--- src/rtl/rb_pkg.sv ---
package rb_pkg;
    typedef enum logic [2:0] {ST_IDLE, ST_SEND, ST_GAP, ST_READ, ST_FLUSH} rb_state_e;

    localparam int CNT_W   = 11;
    localparam int SEQ_LEN = 18;

    localparam logic [31:0] W_PAD  = 32'hFFFF_FFFF;
    localparam logic [31:0] W_SYNC = 32'hAA99_5566;
    localparam logic [31:0] W_NOP  = 32'h2000_0000;
    localparam logic [31:0] C_RCRC = 32'd7;
    localparam logic [31:0] C_RCFG = 32'd4;

    localparam logic [1:0] OP_RD = 2'd1;
    localparam logic [1:0] OP_WR = 2'd2;
    localparam logic [4:0] RA_FAR  = 5'd1;
    localparam logic [4:0] RA_FDRO = 5'd3;
    localparam logic [4:0] RA_CMD  = 5'd4;

    function automatic logic [31:0] hdr1(input logic [1:0] op, input logic [4:0] ra,
                                         input logic [CNT_W-1:0] wc);
        hdr1 = {3'b001, op, 9'd0, ra, 2'b00, wc};
    endfunction
endpackage

--- src/rtl/rb_cmd_rom.sv ---
module rb_cmd_rom
    import rb_pkg::*;
(
    input  logic [4:0]       idx,
    input  logic [31:0]      far,
    input  logic [CNT_W-1:0] rcnt,
    output logic [31:0]      word
);
    always_comb begin
        unique case (idx)
            5'd0:  word = W_PAD;
            5'd1:  word = W_SYNC;
            5'd4:  word = hdr1(OP_WR, RA_CMD, 11'd1);
            5'd5:  word = C_RCRC;
            5'd8:  word = hdr1(OP_WR, RA_CMD, 11'd1);
            5'd9:  word = C_RCFG;
            5'd13: word = hdr1(OP_WR, RA_FAR, 11'd1);
            5'd14: word = far;
            5'd15: word = hdr1(OP_RD, RA_FDRO, rcnt);
            default: word = W_NOP;
        endcase
    end
endmodule

--- src/rtl/rb_capture.sv ---
module rb_capture #(
    parameter int FRAME_WORDS = 81,
    parameter int TOT_W       = 11
) (
    input  logic             clk,
    input  logic             rst_n,
    input  logic             clear,
    input  logic             active,
    input  logic [TOT_W-1:0] total,
    input  logic [31:0]      rdata,
    input  logic             out_ready,
    output logic             strobe,
    output logic             final_rd,
    output logic             out_valid,
    output logic [31:0]      out_data,
    output logic             out_last
);
    localparam logic [TOT_W-1:0] FW  = TOT_W'(FRAME_WORDS);
    localparam logic [TOT_W-1:0] ONE = TOT_W'(1);

    logic [TOT_W-1:0] rcnt;
    logic             in_dummy;

    assign in_dummy = rcnt < FW;
    assign strobe   = active && (in_dummy || !out_valid || out_ready);
    assign final_rd = strobe && (rcnt == total - ONE);

    always_ff @(posedge clk) begin
        if (!rst_n) begin
            rcnt      <= '0;
            out_valid <= 1'b0;
            out_data  <= '0;
            out_last  <= 1'b0;
        end else begin
            if (clear) rcnt <= '0;
            else if (strobe) rcnt <= rcnt + ONE;
            if (strobe && !in_dummy) begin
                out_valid <= 1'b1;
                out_data  <= rdata;
                out_last  <= final_rd;
            end else if (out_valid && out_ready) begin
                out_valid <= 1'b0;
                out_last  <= 1'b0;
            end
        end
    end

    // a waiting word is held unchanged
    a_r6_hold: assert property (@(posedge clk) disable iff (!rst_n)
        (out_valid && !out_ready) |=> (out_valid && $stable(out_data)));
    // the last flag only rides on a valid word
    a_r7_last_valid: assert property (@(posedge clk) disable iff (!rst_n)
        out_last |-> out_valid);
endmodule

--- src/rtl/rb_readback_seq.sv ---
module rb_readback_seq
    import rb_pkg::*;
#(
    parameter int NFR_W       = 8,
    parameter int FRAME_WORDS = 81
) (
    input  logic             clk,
    input  logic             rst_n,
    input  logic             start,
    input  logic [31:0]      far_in,
    input  logic [NFR_W-1:0] nframes,
    output logic             busy,
    output logic             done,
    output logic             err,
    output logic             port_en_n,
    output logic             port_rdwr,
    output logic [31:0]      port_wdata,
    input  logic [31:0]      port_rdata,
    output logic [31:0]      out_data,
    output logic             out_valid,
    input  logic             out_ready,
    output logic             out_last
);
    localparam int TOTW = NFR_W + $clog2(FRAME_WORDS + 1);
    localparam logic [TOTW-1:0] CNT_MAX  = TOTW'((1 << CNT_W) - 1);
    localparam logic [4:0]      LAST_IDX = 5'(SEQ_LEN - 1);

    rb_state_e        state, state_nx;
    logic [4:0]       idx;
    logic [31:0]      far_q;
    logic [CNT_W-1:0] total_q;
    logic [TOTW-1:0]  req_total;
    logic             req_ok, accept;
    logic [31:0]      rom_word;
    logic             strobe, final_rd;

    assign req_total = (TOTW'(nframes) + TOTW'(1)) * TOTW'(FRAME_WORDS);
    assign req_ok    = (nframes != '0) && (req_total <= CNT_MAX);
    assign accept    = (state == ST_IDLE) && start && req_ok;
    assign busy      = (state != ST_IDLE);

    rb_cmd_rom u_rom (.idx(idx), .far(far_q), .rcnt(total_q), .word(rom_word));

    rb_capture #(.FRAME_WORDS(FRAME_WORDS), .TOT_W(CNT_W)) u_cap (
        .clk(clk), .rst_n(rst_n), .clear(accept), .active(state == ST_READ),
        .total(total_q), .rdata(port_rdata), .out_ready(out_ready),
        .strobe(strobe), .final_rd(final_rd), .out_valid(out_valid),
        .out_data(out_data), .out_last(out_last));

    always_comb begin
        state_nx = state;
        unique case (state)
            ST_IDLE:  if (accept) state_nx = ST_SEND;
            ST_SEND:  if (idx == LAST_IDX) state_nx = ST_GAP;
            ST_GAP:   state_nx = ST_READ;
            ST_READ:  if (final_rd) state_nx = ST_FLUSH;
            ST_FLUSH: if (out_valid && out_ready) state_nx = ST_IDLE;
            default:  state_nx = ST_IDLE;
        endcase
    end

    always_ff @(posedge clk) begin
        if (!rst_n) begin
            state   <= ST_IDLE;
            idx     <= '0;
            far_q   <= '0;
            total_q <= '0;
            done    <= 1'b0;
            err     <= 1'b0;
        end else begin
            state <= state_nx;
            done  <= (state == ST_FLUSH) && out_valid && out_ready;
            err   <= (state == ST_IDLE) && start && !req_ok;
            if (accept) begin
                idx     <= '0;
                far_q   <= far_in;
                total_q <= req_total[CNT_W-1:0];
            end else if (state == ST_SEND) begin
                idx <= idx + 5'd1;
            end
        end
    end

    always_comb begin
        port_en_n  = 1'b1;
        port_rdwr  = 1'b1;
        port_wdata = '0;
        unique case (state)
            ST_SEND: begin
                port_en_n  = 1'b0;
                port_rdwr  = 1'b0;
                port_wdata = rom_word;
            end
            ST_READ: port_en_n = !strobe;
            default: ;
        endcase
    end

    // a write is never followed directly by a read
    a_r4_turnaround: assert property (@(posedge clk) disable iff (!rst_n)
        (!port_en_n && !port_rdwr) |=> !(!port_en_n && port_rdwr));
    // the port is quiet while no job runs
    a_r5_quiet_idle: assert property (@(posedge clk) disable iff (!rst_n)
        !busy |-> port_en_n);
    // done lasts one cycle
    a_r8_done_pulse: assert property (@(posedge clk) disable iff (!rst_n)
        done |=> !done);
    // a refusal touches nothing
    a_r9_err_quiet: assert property (@(posedge clk) disable iff (!rst_n)
        err |-> (port_en_n && !busy));
endmodule

--- config.mk ---
export PLATFORM = sky130hd
export DESIGN_NAME = rb_readback_seq
export DESIGN_NICKNAME = d
export VERILOG_FILES = /design/src/rtl/rb_pkg.sv /design/src/rtl/rb_cmd_rom.sv /design/src/rtl/rb_capture.sv /design/src/rtl/rb_readback_seq.sv
export SDC_FILE = /design/constraint.sdc
export NUM_CORES = 1
export LEC_CHECK = 0
export ABC_AREA = 1
export BUFFER_PORTS_ARGS = -buffer_cell sky130_fd_sc_hd__buf_2
export CELL_PAD_IN_SITES_DETAIL_PLACEMENT = 1
export CELL_PAD_IN_SITES_GLOBAL_PLACEMENT = 1
export CORE_UTILIZATION = 39
export DETAILED_ROUTE_END_ITERATION = 6
export GPL_TIMING_DRIVEN = 0
export PLACE_DENSITY_LB_ADDON = 0.2
export RECOVER_POWER = 100
export SLEW_MARGIN = 20
export SYNTH_ARGS = -nofsm -noshare
export SYNTH_HDL_FRONTEND = slang
export SYNTH_HIERARCHICAL = 1
export SYNTH_SLANG_ARGS = --single-unit
--- constraint.sdc ---
create_clock -name clk -period 6.72 [get_ports clk]
set_input_delay 1.68 -clock clk [delete_from_list [all_inputs] [get_ports clk]]
set_output_delay 1.68 -clock clk [all_outputs]
set_load 0.01 [all_outputs]
==> results.sh, run 1 <==
export IMPL_outcome="completed"
export IMPL_swShare=0.421
export IMPL_synth_cell_types=42
export IMPL_syn_area_per_cell_um2=6.71
export IMPL_gr_max_usage_layer="met2"
export IMPL_drive_above_1_share=0.148
export IMPL_cts_sinks=98
export IMPL_boundaryPins=147
export IMPL_synthMostInstantiatedCell="nand2_1"
export IMPL_combPwrFrac=0.420
export IMPL_grt_max_degree=19
export IMPL_final_cell_area_mm2=0.00773
export IMPL_cap_viol_max_count=0
export IMPL_async_reset_ff_frac=0
export IMPL_cts_tree="yes"
export IMPL_path_max_fanout=10
export IMPL_cts_hold_buf=0
export IMPL_use_met1=0.299
export IMPL_ant_nets=0
export IMPL_gp_congestion=0.841
export IMPL_synthesis_area_mm2=0.00664
export IMPL_ir_worst_vdd_uv=129
export IMPL_use_met2=0.415
export IMPL_p_per_area_mw_per_mm2=275
export IMPL_fmax_mhz=164
export IMPL_crit_required_ps=7020
export IMPL_clockRootBuffer="clkbuf_16"
export IMPL_placed_cell_area_mm2=0.00765
export IMPL_grtUsageMet3=0.0257
export IMPL_rsz0062_at_grt="false"
export IMPL_leakage_nw=3.65
export IMPL_p_int_mw=1.23
export IMPL_fin_cells=1372
export IMPL_area_growth_pct=16.3
export IMPL_cp_end_kind="flop"
export IMPL_synth_top_area_share=0.295
export IMPL_fin_crit_ps=6110
export IMPL_cts_htree_levels=3
export IMPL_ys_warn_count=6
export IMPL_die_x_um=133
export IMPL_drt_total_wl_um=20400
export IMPL_syn_inst=990
export IMPL_antennaDiodeCount=0
export IMPL_cp_top_family="simple AND/OR/NAND/NOR gates"
export IMPL_synth_edff_count=0
export IMPL_synth_largest_area_cell="dfxtp_1"
export IMPL_hold_viol=0
export IMPL_drc=0
export IMPL_slowest_stage="xor2_1"
export IMPL_grt_overflow=0
export IMPL_synth_common_cells="nand2_1, nor2_1, inv_1"
export IMPL_dp_cells=1356
export IMPL_worst_pin_slew_ps=733
export IMPL_finalPower_mw=2.12
export IMPL_synthesis_nets=1110
export IMPL_grt_pass1_wl_um=33200
export IMPL_core_area_mm2=0.0166
export IMPL_skew_ps=7.15
export IMPL_die_y_um=133
export IMPL_synth_seq_cells=98
export IMPL_setup_viol=0
export IMPL_clk_latency_ps=360
export IMPL_pwr_share_seq=0.317
export IMPL_via_per_inst=4.90
export IMPL_crit_path_start_kind="primary input"
export IMPL_clockBufferDepth=2
export IMPL_wire_per_inst_um=14.9
export IMPL_dr_total_vias=6717
export IMPL_max_stage_delay_ps=460
export IMPL_synthTopCellsByArea="dfxtp_1, nand2_1, nor2_1"
export IMPL_grt_pass1_vias=6745
export IMPL_cts_resized=0
export IMPL_numCtsBuffers=9
export IMPL_drtIter0Drc=271
export IMPL_antenna_found_initial=0
export IMPL_crit_chain="buf_2 -> nand3_1 -> nor2_1 -> xor2_1 -> ha_1 -> xor2_1 -> ha_1 -> ha_1 -> ha_1 -> a21oi_1 -> nor2_1 -> nor2_1 -> nand2_1 -> nand2_1 -> nand3_1 -> nor2_1 -> nand2_1 -> nor2_1 -> nand2_4 -> clkinv_2 -> clkbuf_1 -> clkbuf_2 -> nor2_1 -> nor2_1"
export IMPL_fin_crit_sh=0.909
export IMPL_rows=47
export IMPL_clkPwrFrac=0.263
export IMPL_synth_ff_type="dfxtp_1"
export IMPL_worstPathArrival_ps=6410
export IMPL_layout_nets=1267
export IMPL_initial_core_util=0.401
export IMPL_setup_tns_ps=0
export IMPL_maxSlewViolCount=0
export IMPL_final_util=0.466
export IMPL_ys_seq_area_frac=0.295
export IMPL_post_cts_setup_buffers=0
export IMPL_crit_top_cell="nor2_1"
export IMPL_nFillCells=2343
export IMPL_dp_hpwl_um=15900
export IMPL_grt_util_all_layers=0.236
export IMPL_slew_limit_headroom=0.507
export IMPL_p_sw_mw=0.894
export IMPL_hold_path_class="reg -> reg"
export IMPL_path_clk_slew_ps=80
export IMPL_port_buffers=146
export IMPL_crit_type="in -> reg"
export IMPL_critPathBufInv=4
export IMPL_drt_pass1_iterations=4
export IMPL_dieArea_mm2=0.0176
layout by cell type, fill, tap and decap left out, drive strengths merged, types with 2 or more instances in the layout:
master and instances:
a21boi 2, a21oi 57, buf 89, clkbuf 103
clkinv 3, clkinvlp 4, dfxtp 98, ha 43
inv 126, nand2 249, nand3 79, nand3b 3
nand4 10, nor2 188, nor3 7, nor3b 3
o21ai 57, xnor2 7, xor2 16
sequential cells by signal, summed over array words and instances (netlist names):
name	flops
done	1
u_cap/out_valid	1
u_cap/out_data	32
err	1
u_cap/rcnt	11
state	3
idx	5
total_q	11
u_cap/out_last	1
far_q	32
routing by layer:
metal	wire length, µm	part of all wire
met1	9600	0.47
met2	9960	0.49
met5	0	0
met4	345	0.017
met3	476	0.023
worst min-delay path, delay by kind of cell (launching register included):
family / cells / cell delay, ps
and+or+nand+nor: 1 / 60
AOI/OAI and AO/OA: 1 / 50
DFF: 1 / 310
area by class of cell:
type	instances	area, µm²	share of cell area
Buffer	37	249	0.0322
Clock buffer	9	225	0.0291
Clock inverter	7	85.1	0.0110
Inverter	127	480	0.0622
Multi-Input combinational cell	728	3800	0.492
Sequential cell	98	1960	0.254
Tap cell	220	275	0.0356
Timing Repair Buffer	146	648	0.0839
cell families after synthesis:
family / Yosys count / share of synthesized area
flip-flops: 98 / 0.295
AO/OA/AOI/OAI: 119 / 0.109
XOR/XNOR: 23 / 0.0303
buffers and inverters: 164 / 0.117
AND/OR/NAND/NOR: 542 / 0.364
adder cells (fa/ha/maj): 44 / 0.0840
metrics by stage:
stage	hold WS [ps]	worst slack, ps
2_1_floorplan	449	1390
3_3_place_gp	448	315
3_5_place_dp	453	269
4_1_cts	465	613
5_1_grt	489	110
6_report	466	612
worst paths after layout:
kind	start	end	slack, ps	depth (start not counted)
max	nframes[0]	far_q[21]$_SDFFE_PN0P_	610	24
min	u_cap/out_data[31]$_SDFFE_PN0P_	u_cap/out_data[31]$_SDFFE_PN0P_	470	2
max reg2reg	u_cap/rcnt[8]$_SDFFE_PP0P_	u_cap/out_data[22]$_SDFFE_PN0P_	4140	9
min reg2reg	u_cap/out_data[31]$_SDFFE_PN0P_	u_cap/out_data[31]$_SDFFE_PN0P_	470	2
power groups by stage:
stage / Sequential [mW] / Clock, mW / Combinational (mW)
floorplan: 0.674 / 0 / 0.620
global placement: 0.685 / 0 / 0.895
detailed placement: 0.687 / 0 / 0.916
CTS: 0.674 / 0.569 / 0.926
global route: 0.681 / 0.588 / 1.02
finish: 0.673 / 0.558 / 0.891
(Power assumes the default switching activity.)
==> run 2, diff against run 1 <==
Settings changed: CORE_ASPECT_RATIO set to 0.6.
==> run 2 against run 1 <==
Maximum frequency down 1.8%. Non-clock buffer count unchanged. Routed wire length up 3.3%. Clock power down 7.3%. Register-to-register slack about the same. Via count down 0.80%. Final cell count up 0.58%. Worst setup slack worse by 110 ps. Utilization up 0.54 points. Count of clock-buffer cells in the layout up 1. Clock skew up 2.2 ps. Design area up 0.29%. Critical endpoint is now total_q[3]$_SDFFE_PN0P_.
==> results.sh, run 2 (synthesis results as in run 1) <==
export IMPL_outcome="completed"
export IMPL_worstPathArrival_ps=6480
export IMPL_antennaDiodeCount=0
export IMPL_grt_util_all_layers=0.243
export IMPL_cts_tree="yes"
export IMPL_crit_type="in -> reg"
export IMPL_gp_congestion=0.842
export IMPL_leakage_nw=3.65
export IMPL_dieArea_mm2=0.0176
export IMPL_reg_largest_list="far_q x32, u_cap/out_data x32"
export IMPL_cp_depth=23
export IMPL_endpoint="total_q[3]$_SDFFE_PN0P_"
export IMPL_clockRootBuffer="clkbuf_16"
export IMPL_p_per_area_mw_per_mm2=271
export IMPL_die_x_um=171
export IMPL_drive_above_1_share=0.154
export IMPL_cts_hold_buf=0
export IMPL_max_stage_delay_ps=480
export IMPL_fin_crit_ps=6220
export IMPL_crit_required_ps=6980
export IMPL_r2r_cells=9
export IMPL_initial_core_util=0.404
export IMPL_clockBufferDepth=2
export IMPL_rows=36
export IMPL_cap_viol_max_count=0
export IMPL_maxSlewViolCount=0
export IMPL_slew_limit_headroom=0.468
export IMPL_slowest_stage="xor2_1"
export IMPL_layout_commonest_cell="nand2_1"
export IMPL_cts_htree_levels=3
export IMPL_ir_worst_vdd_uv=131
export IMPL_met2_length_um=9080
export IMPL_setup_viol=0
export IMPL_die_y_um=103
export IMPL_finalPower_mw=2.10
export IMPL_met1Wirelength_um=11200
export IMPL_critPathBufInv=3
export IMPL_cp_top_family="simple AND/OR/NAND/NOR gates"
export IMPL_hold_start="u_cap/out_data[3]$_SDFFE_PN0P_"
export IMPL_via_per_inst=4.83
export IMPL_fmax_mhz=161
export IMPL_highest_layer="met4"
export IMPL_cts_resized=0
export IMPL_dr_wl_met3_um=682
export IMPL_grt_max_degree=19
export IMPL_crit_path_start_kind="primary input"
export IMPL_drt_total_wl_um=21100
export IMPL_crit_top_cell="nor2_1"
export IMPL_cp_end_kind="flop"
export IMPL_core_area_mm2=0.0164
export IMPL_post_cts_setup_buffers=0
export IMPL_reg2reg_to="u_cap/rcnt[3]$_SDFFE_PP0P_"
export IMPL_area_growth_pct=16.6
export IMPL_rsz0062_at_grt="false"
export IMPL_numCtsBuffers=9
export IMPL_nFillCells=2272
export IMPL_ant_nets=0
export IMPL_path_clk_slew_ps=70
export IMPL_port_buffers=146
export IMPL_drc=0
export IMPL_crit_path_start="nframes[0]"
export IMPL_drtIter0Drc=305
export IMPL_grt_overflow=0
export IMPL_fin_crit_sh=0.925
export IMPL_path_max_fanout=10
export IMPL_clk_latency_ps=340
export IMPL_skew_ps=9.34
export IMPL_setup_tns_ps=0
export IMPL_wire_per_inst_um=15.3
export IMPL_hold_path_class="reg -> reg"
export IMPL_mostFrequentLayoutCells="nand2_1, nor2_1, inv_1"
export IMPL_dr_total_vias=6663
export IMPL_r2r_start="u_cap/rcnt[8]$_SDFFE_PP0P_"
export IMPL_worst_pin_slew_ps=798
export IMPL_boundaryPins=147
export IMPL_dp_hpwl_um=16700
export IMPL_cts_sinks=98
export IMPL_grt_pass1_vias=6489
export IMPL_layout_nets=1267
export IMPL_crit_chain="buf_2 -> nand3_1 -> nor2_1 -> xor2_1 -> ha_1 -> xor2_1 -> ha_1 -> ha_1 -> ha_1 -> a21oi_1 -> nor2_1 -> nor2_1 -> nand2_1 -> nand2_1 -> nand3_1 -> nor2_1 -> nand2_1 -> nor2_1 -> nand2_4 -> clkinv_2 -> clkbuf_1 -> o21ai_0 -> a21oi_1"
export IMPL_drt_pass1_iterations=4
export IMPL_hold_viol=0
export IMPL_r2r_setup_slack_ps=4140
export IMPL_antenna_found_initial=0
export IMPL_grt_pass1_wl_um=33500
run 2: changes by cell type in the layout (fill, tap and decap cells not counted), sizes merged:
cell      change
buf           +1
bufinv        -1
clkinv        +1
clkinvlp      -1
run 2: tightest hold or removal path, cell delays in order, from the launching register on:
cell	delay (ps)
dfxtp_1	320
nand2_1	60
a21oi_1	50
run 2: worst min-delay path by stage:
stage / cells past startpoint / slack, ps / endpoint
2_1_floorplan: 2 / 450 / far_q[29]$_SDFFE_PN0P_
3_3_place_gp: 2 / 450 / u_cap/out_data[31]$_SDFFE_PN0P_
3_5_place_dp: 2 / 460 / u_cap/out_data[4]$_SDFFE_PN0P_
4_1_cts: 2 / 470 / u_cap/out_data[4]$_SDFFE_PN0P_
5_1_grt: 2 / 480 / u_cap/out_data[7]$_SDFFE_PN0P_
6_report: 2 / 470 / u_cap/out_data[3]$_SDFFE_PN0P_
run 2: where the power goes:
part | internal (mW) | leakage, nW | switching (mW)
combinational | 0.303 | 2.72 | 0.599
sequential | 0.630 | 0.792 | 0.0486
clock | 0.270 | 0.140 | 0.247
run 2: layout make-up:
| cell class | instances | area [µm²] | share of cell area |
|---|---|---|---|
| repair buffers | 146 | 647 | 0.0835 |
| clock buffers | 10 | 239 | 0.0308 |
| multi-input cells | 728 | 3820 | 0.493 |
| clock inverters | 6 | 60.1 | 0.00775 |
| inverters | 127 | 480 | 0.0620 |
| well taps | 228 | 285 | 0.0368 |
| flip-flops and latches | 98 | 1960 | 0.253 |
| plain buffers | 37 | 256 | 0.0331 |
run 2: routing by layer:
layer  vias to the layer above  track usage
li1                       3416            -
met1                      3137        0.353
met2                        99        0.386
met3                        11       0.0349
met4                         0       0.0360
met5                         -            0
run 2: through the flow:
step / hold WS [ps] / instances / utilization / setup slack, ps / area, µm²
4_1_cts: 471 / 1380 / 0.484 / 552 / 7960
3_3_place_gp: 450 / 1364 / 0.466 / 260 / 7660
5_1_grt: 485 / 1380 / 0.471 / 98.2 / 7750
6_report: 471 / 1380 / 0.471 / 501 / 7750
2_1_floorplan: 449 / 990 / - / 1390 / 6640
3_5_place_dp: 459 / 1364 / 0.466 / 230 / 7660
==> run 3, diff against run 2 <==
Settings changed: CORE_UTILIZATION 39 to 40, CTS_BUF_LIST set to sky130_fd_sc_hd__clkbuf_8.
==> run 3 against run 2 <==
Total power down 6.1%. First-iteration DRC count up 23%. Final cell count down 1.4%.
==> results.sh, run 3 (synthesis results as in run 1) <==
export IMPL_r2r_cells=9
export IMPL_crit_path_start_kind="primary input"
export IMPL_crit_required_ps=7030
export IMPL_clkPwrFrac=0.197
export IMPL_drtIter0Drc=376
export IMPL_drt_pass1_iterations=5
export IMPL_worstPathArrival_ps=6510
export IMPL_cts_tree="yes"
export IMPL_maxSlewViolCount=0
export IMPL_cts_hold_buf=0
export IMPL_swShare=0.450
export IMPL_skew_ps=11.1
export IMPL_r2r_start="u_cap/rcnt[8]$_SDFFE_PP0P_"
export IMPL_fin_ws_ps=521
export IMPL_via_per_inst=4.93
export IMPL_drc=0
export IMPL_placed_cell_area_mm2=0.00764
export IMPL_dr_total_vias=6705
export IMPL_dp_hpwl_um=16500
export IMPL_gp_congestion=0.857
export IMPL_cts_sinks=98
export IMPL_clockBufferDepth=2
export IMPL_die_y_um=102
export IMPL_crit_path_start="nframes[0]"
export IMPL_boundaryPins=147
export IMPL_initial_core_util=0.410
export IMPL_cts_htree_levels=3
export IMPL_die_x_um=168
export IMPL_p_int_mw=1.08
export IMPL_final_cell_area_mm2=0.00760
export IMPL_p_per_area_mw_per_mm2=259
export IMPL_grt_max_degree=19
export IMPL_worst_pin_slew_ps=840
export IMPL_layout_nets=1267
export IMPL_p_sw_mw=0.886
export IMPL_setup_tns_ps=0
export IMPL_fin_crit_ps=6200
export IMPL_ant_nets=0
export IMPL_drt_total_wl_um=20900
export IMPL_reg_largest_list="far_q x32, u_cap/out_data x32"
export IMPL_grt_util_all_layers=0.245
export IMPL_reg2reg_to="u_cap/out_data[15]$_SDFFE_PN0P_"
export IMPL_drive_above_1_share=0.151
export IMPL_crit_type="in -> reg"
export IMPL_grt_pass1_wl_um=33100
export IMPL_outcome="completed"
export IMPL_mostFrequentLayoutCells="nand2_1, nor2_1, inv_1"
export IMPL_core_area_mm2=0.0162
export IMPL_grt_overflow=0
export IMPL_rsz0062_at_grt="false"
export IMPL_ir_worst_vdd_uv=108
export IMPL_path_clk_slew_ps=100
export IMPL_endpoint="total_q[1]$_SDFFE_PN0P_"
export IMPL_path_max_fanout=10
export IMPL_hold_path_class="reg -> reg"
export IMPL_pre_cts_ws_ps=157
export IMPL_setup_viol=0
export IMPL_antennaDiodeCount=0
export IMPL_fmax_mhz=161
export IMPL_dieArea_mm2=0.0171
export IMPL_slew_limit_headroom=0.435
export IMPL_hold_viol=0
export IMPL_post_cts_setup_buffers=0
export IMPL_rows=36
export IMPL_area_growth_pct=14.4
export IMPL_grt_pass1_vias=6407
export IMPL_clk_latency_ps=380
export IMPL_fin_crit_sh=0.922
export IMPL_clockRootBuffer="clkbuf_8"
export IMPL_cap_viol_max_count=0
export IMPL_cp_end_kind="flop"
export IMPL_r2r_setup_slack_ps=4030
export IMPL_antenna_found_initial=0
export IMPL_numCtsBuffers=9
export IMPL_layout_commonest_cell="nand2_1"
export IMPL_pwr_share_seq=0.344
export IMPL_leakage_nw=3.61
export IMPL_wire_per_inst_um=15.3
export IMPL_cts_resized=0
export IMPL_combPwrFrac=0.459
export IMPL_port_buffers=146
[run 3: cell count changes in the layout (fill, tap and decap cells not counted), sizes merged]
cell      previous run  this run
clkinvlp             3         2
clkbuf             103       104
inv                126       125
clkinv               4         6
buf                 90        89
[run 3: worst min path at each step]
| stage | startpoint | endpoint | slack, ps | cells after the start |
|---|---|---|---|---|
| finish | u_cap/out_data[5]$_SDFFE_PN0P_ | u_cap/out_data[5]$_SDFFE_PN0P_ | 470 | 2 |
| global route | u_cap/out_data[22]$_SDFFE_PN0P_ | u_cap/out_data[22]$_SDFFE_PN0P_ | 490 | 2 |
| CTS | u_cap/out_data[1]$_SDFFE_PN0P_ | u_cap/out_data[1]$_SDFFE_PN0P_ | 470 | 2 |
| detailed placement | u_cap/out_data[1]$_SDFFE_PN0P_ | u_cap/out_data[1]$_SDFFE_PN0P_ | 460 | 2 |
| global placement | u_cap/out_data[31]$_SDFFE_PN0P_ | u_cap/out_data[31]$_SDFFE_PN0P_ | 450 | 2 |
| floorplan | far_q[29]$_SDFFE_PN0P_ | far_q[29]$_SDFFE_PN0P_ | 450 | 2 |
[run 3: area by class of cell]
class / instances / area, µm²
Fill cell: 2298 / 8610
Clock buffer: 10 / 138
Tap cell: 209 / 262
Inverter: 127 / 480
Buffer: 37 / 244
Multi-Input combinational cell: 728 / 3810
Clock inverter: 6 / 61.3
Sequential cell: 98 / 1960
Timing Repair Buffer: 146 / 648
[run 3: power groups by stage]
stage	logic, mW	registers (mW)	clock network, mW
CTS	0.934	0.676	0.402
global placement	0.898	0.688	0
floorplan	0.620	0.674	0
detailed placement	0.926	0.689	0
finish	0.904	0.677	0.389
global route	1.03	0.685	0.426
[run 3: worst max-delay path: stages]
cell and delay, ps:
buf_2 160, nand3_1 150, nor2_1 140, xor2_1 490, ha_1 350, xor2_1 170, ha_1 290, ha_1 300
ha_1 370, a21oi_1 360, nor2_1 70, nor2_1 140, nand2_1 70, nand2_1 70, nand3_1 60, nor2_1 100
nand2_1 70, nor2_1 330, nand2_4 120, clkinv_2 70, clkbuf_1 400, clkbuf_2 350, nor2_1 80, nor2_1 110
[run 3: metal layers]
layer / wire, µm / vias up / global-route usage
li1: - / 3424 / -
met1: 11000 / 3153 / 0.362
met2: 8910 / 116 / 0.384
met3: 838 / 12 / 0.0321
met4: 131 / 0 / 0.0420
met5: 0 / - / 0
[run 3: per-stage QoR]
stage               hold WS, ps   util  power [mW]  instances
floorplan                   449      -        1.29        990
global placement            447  0.471        1.59       1345
detailed placement          456  0.471        1.62       1345
CTS                         472  0.483        2.01       1361
global route                494  0.469        2.14       1361
finish                      473  0.469        1.97       1361
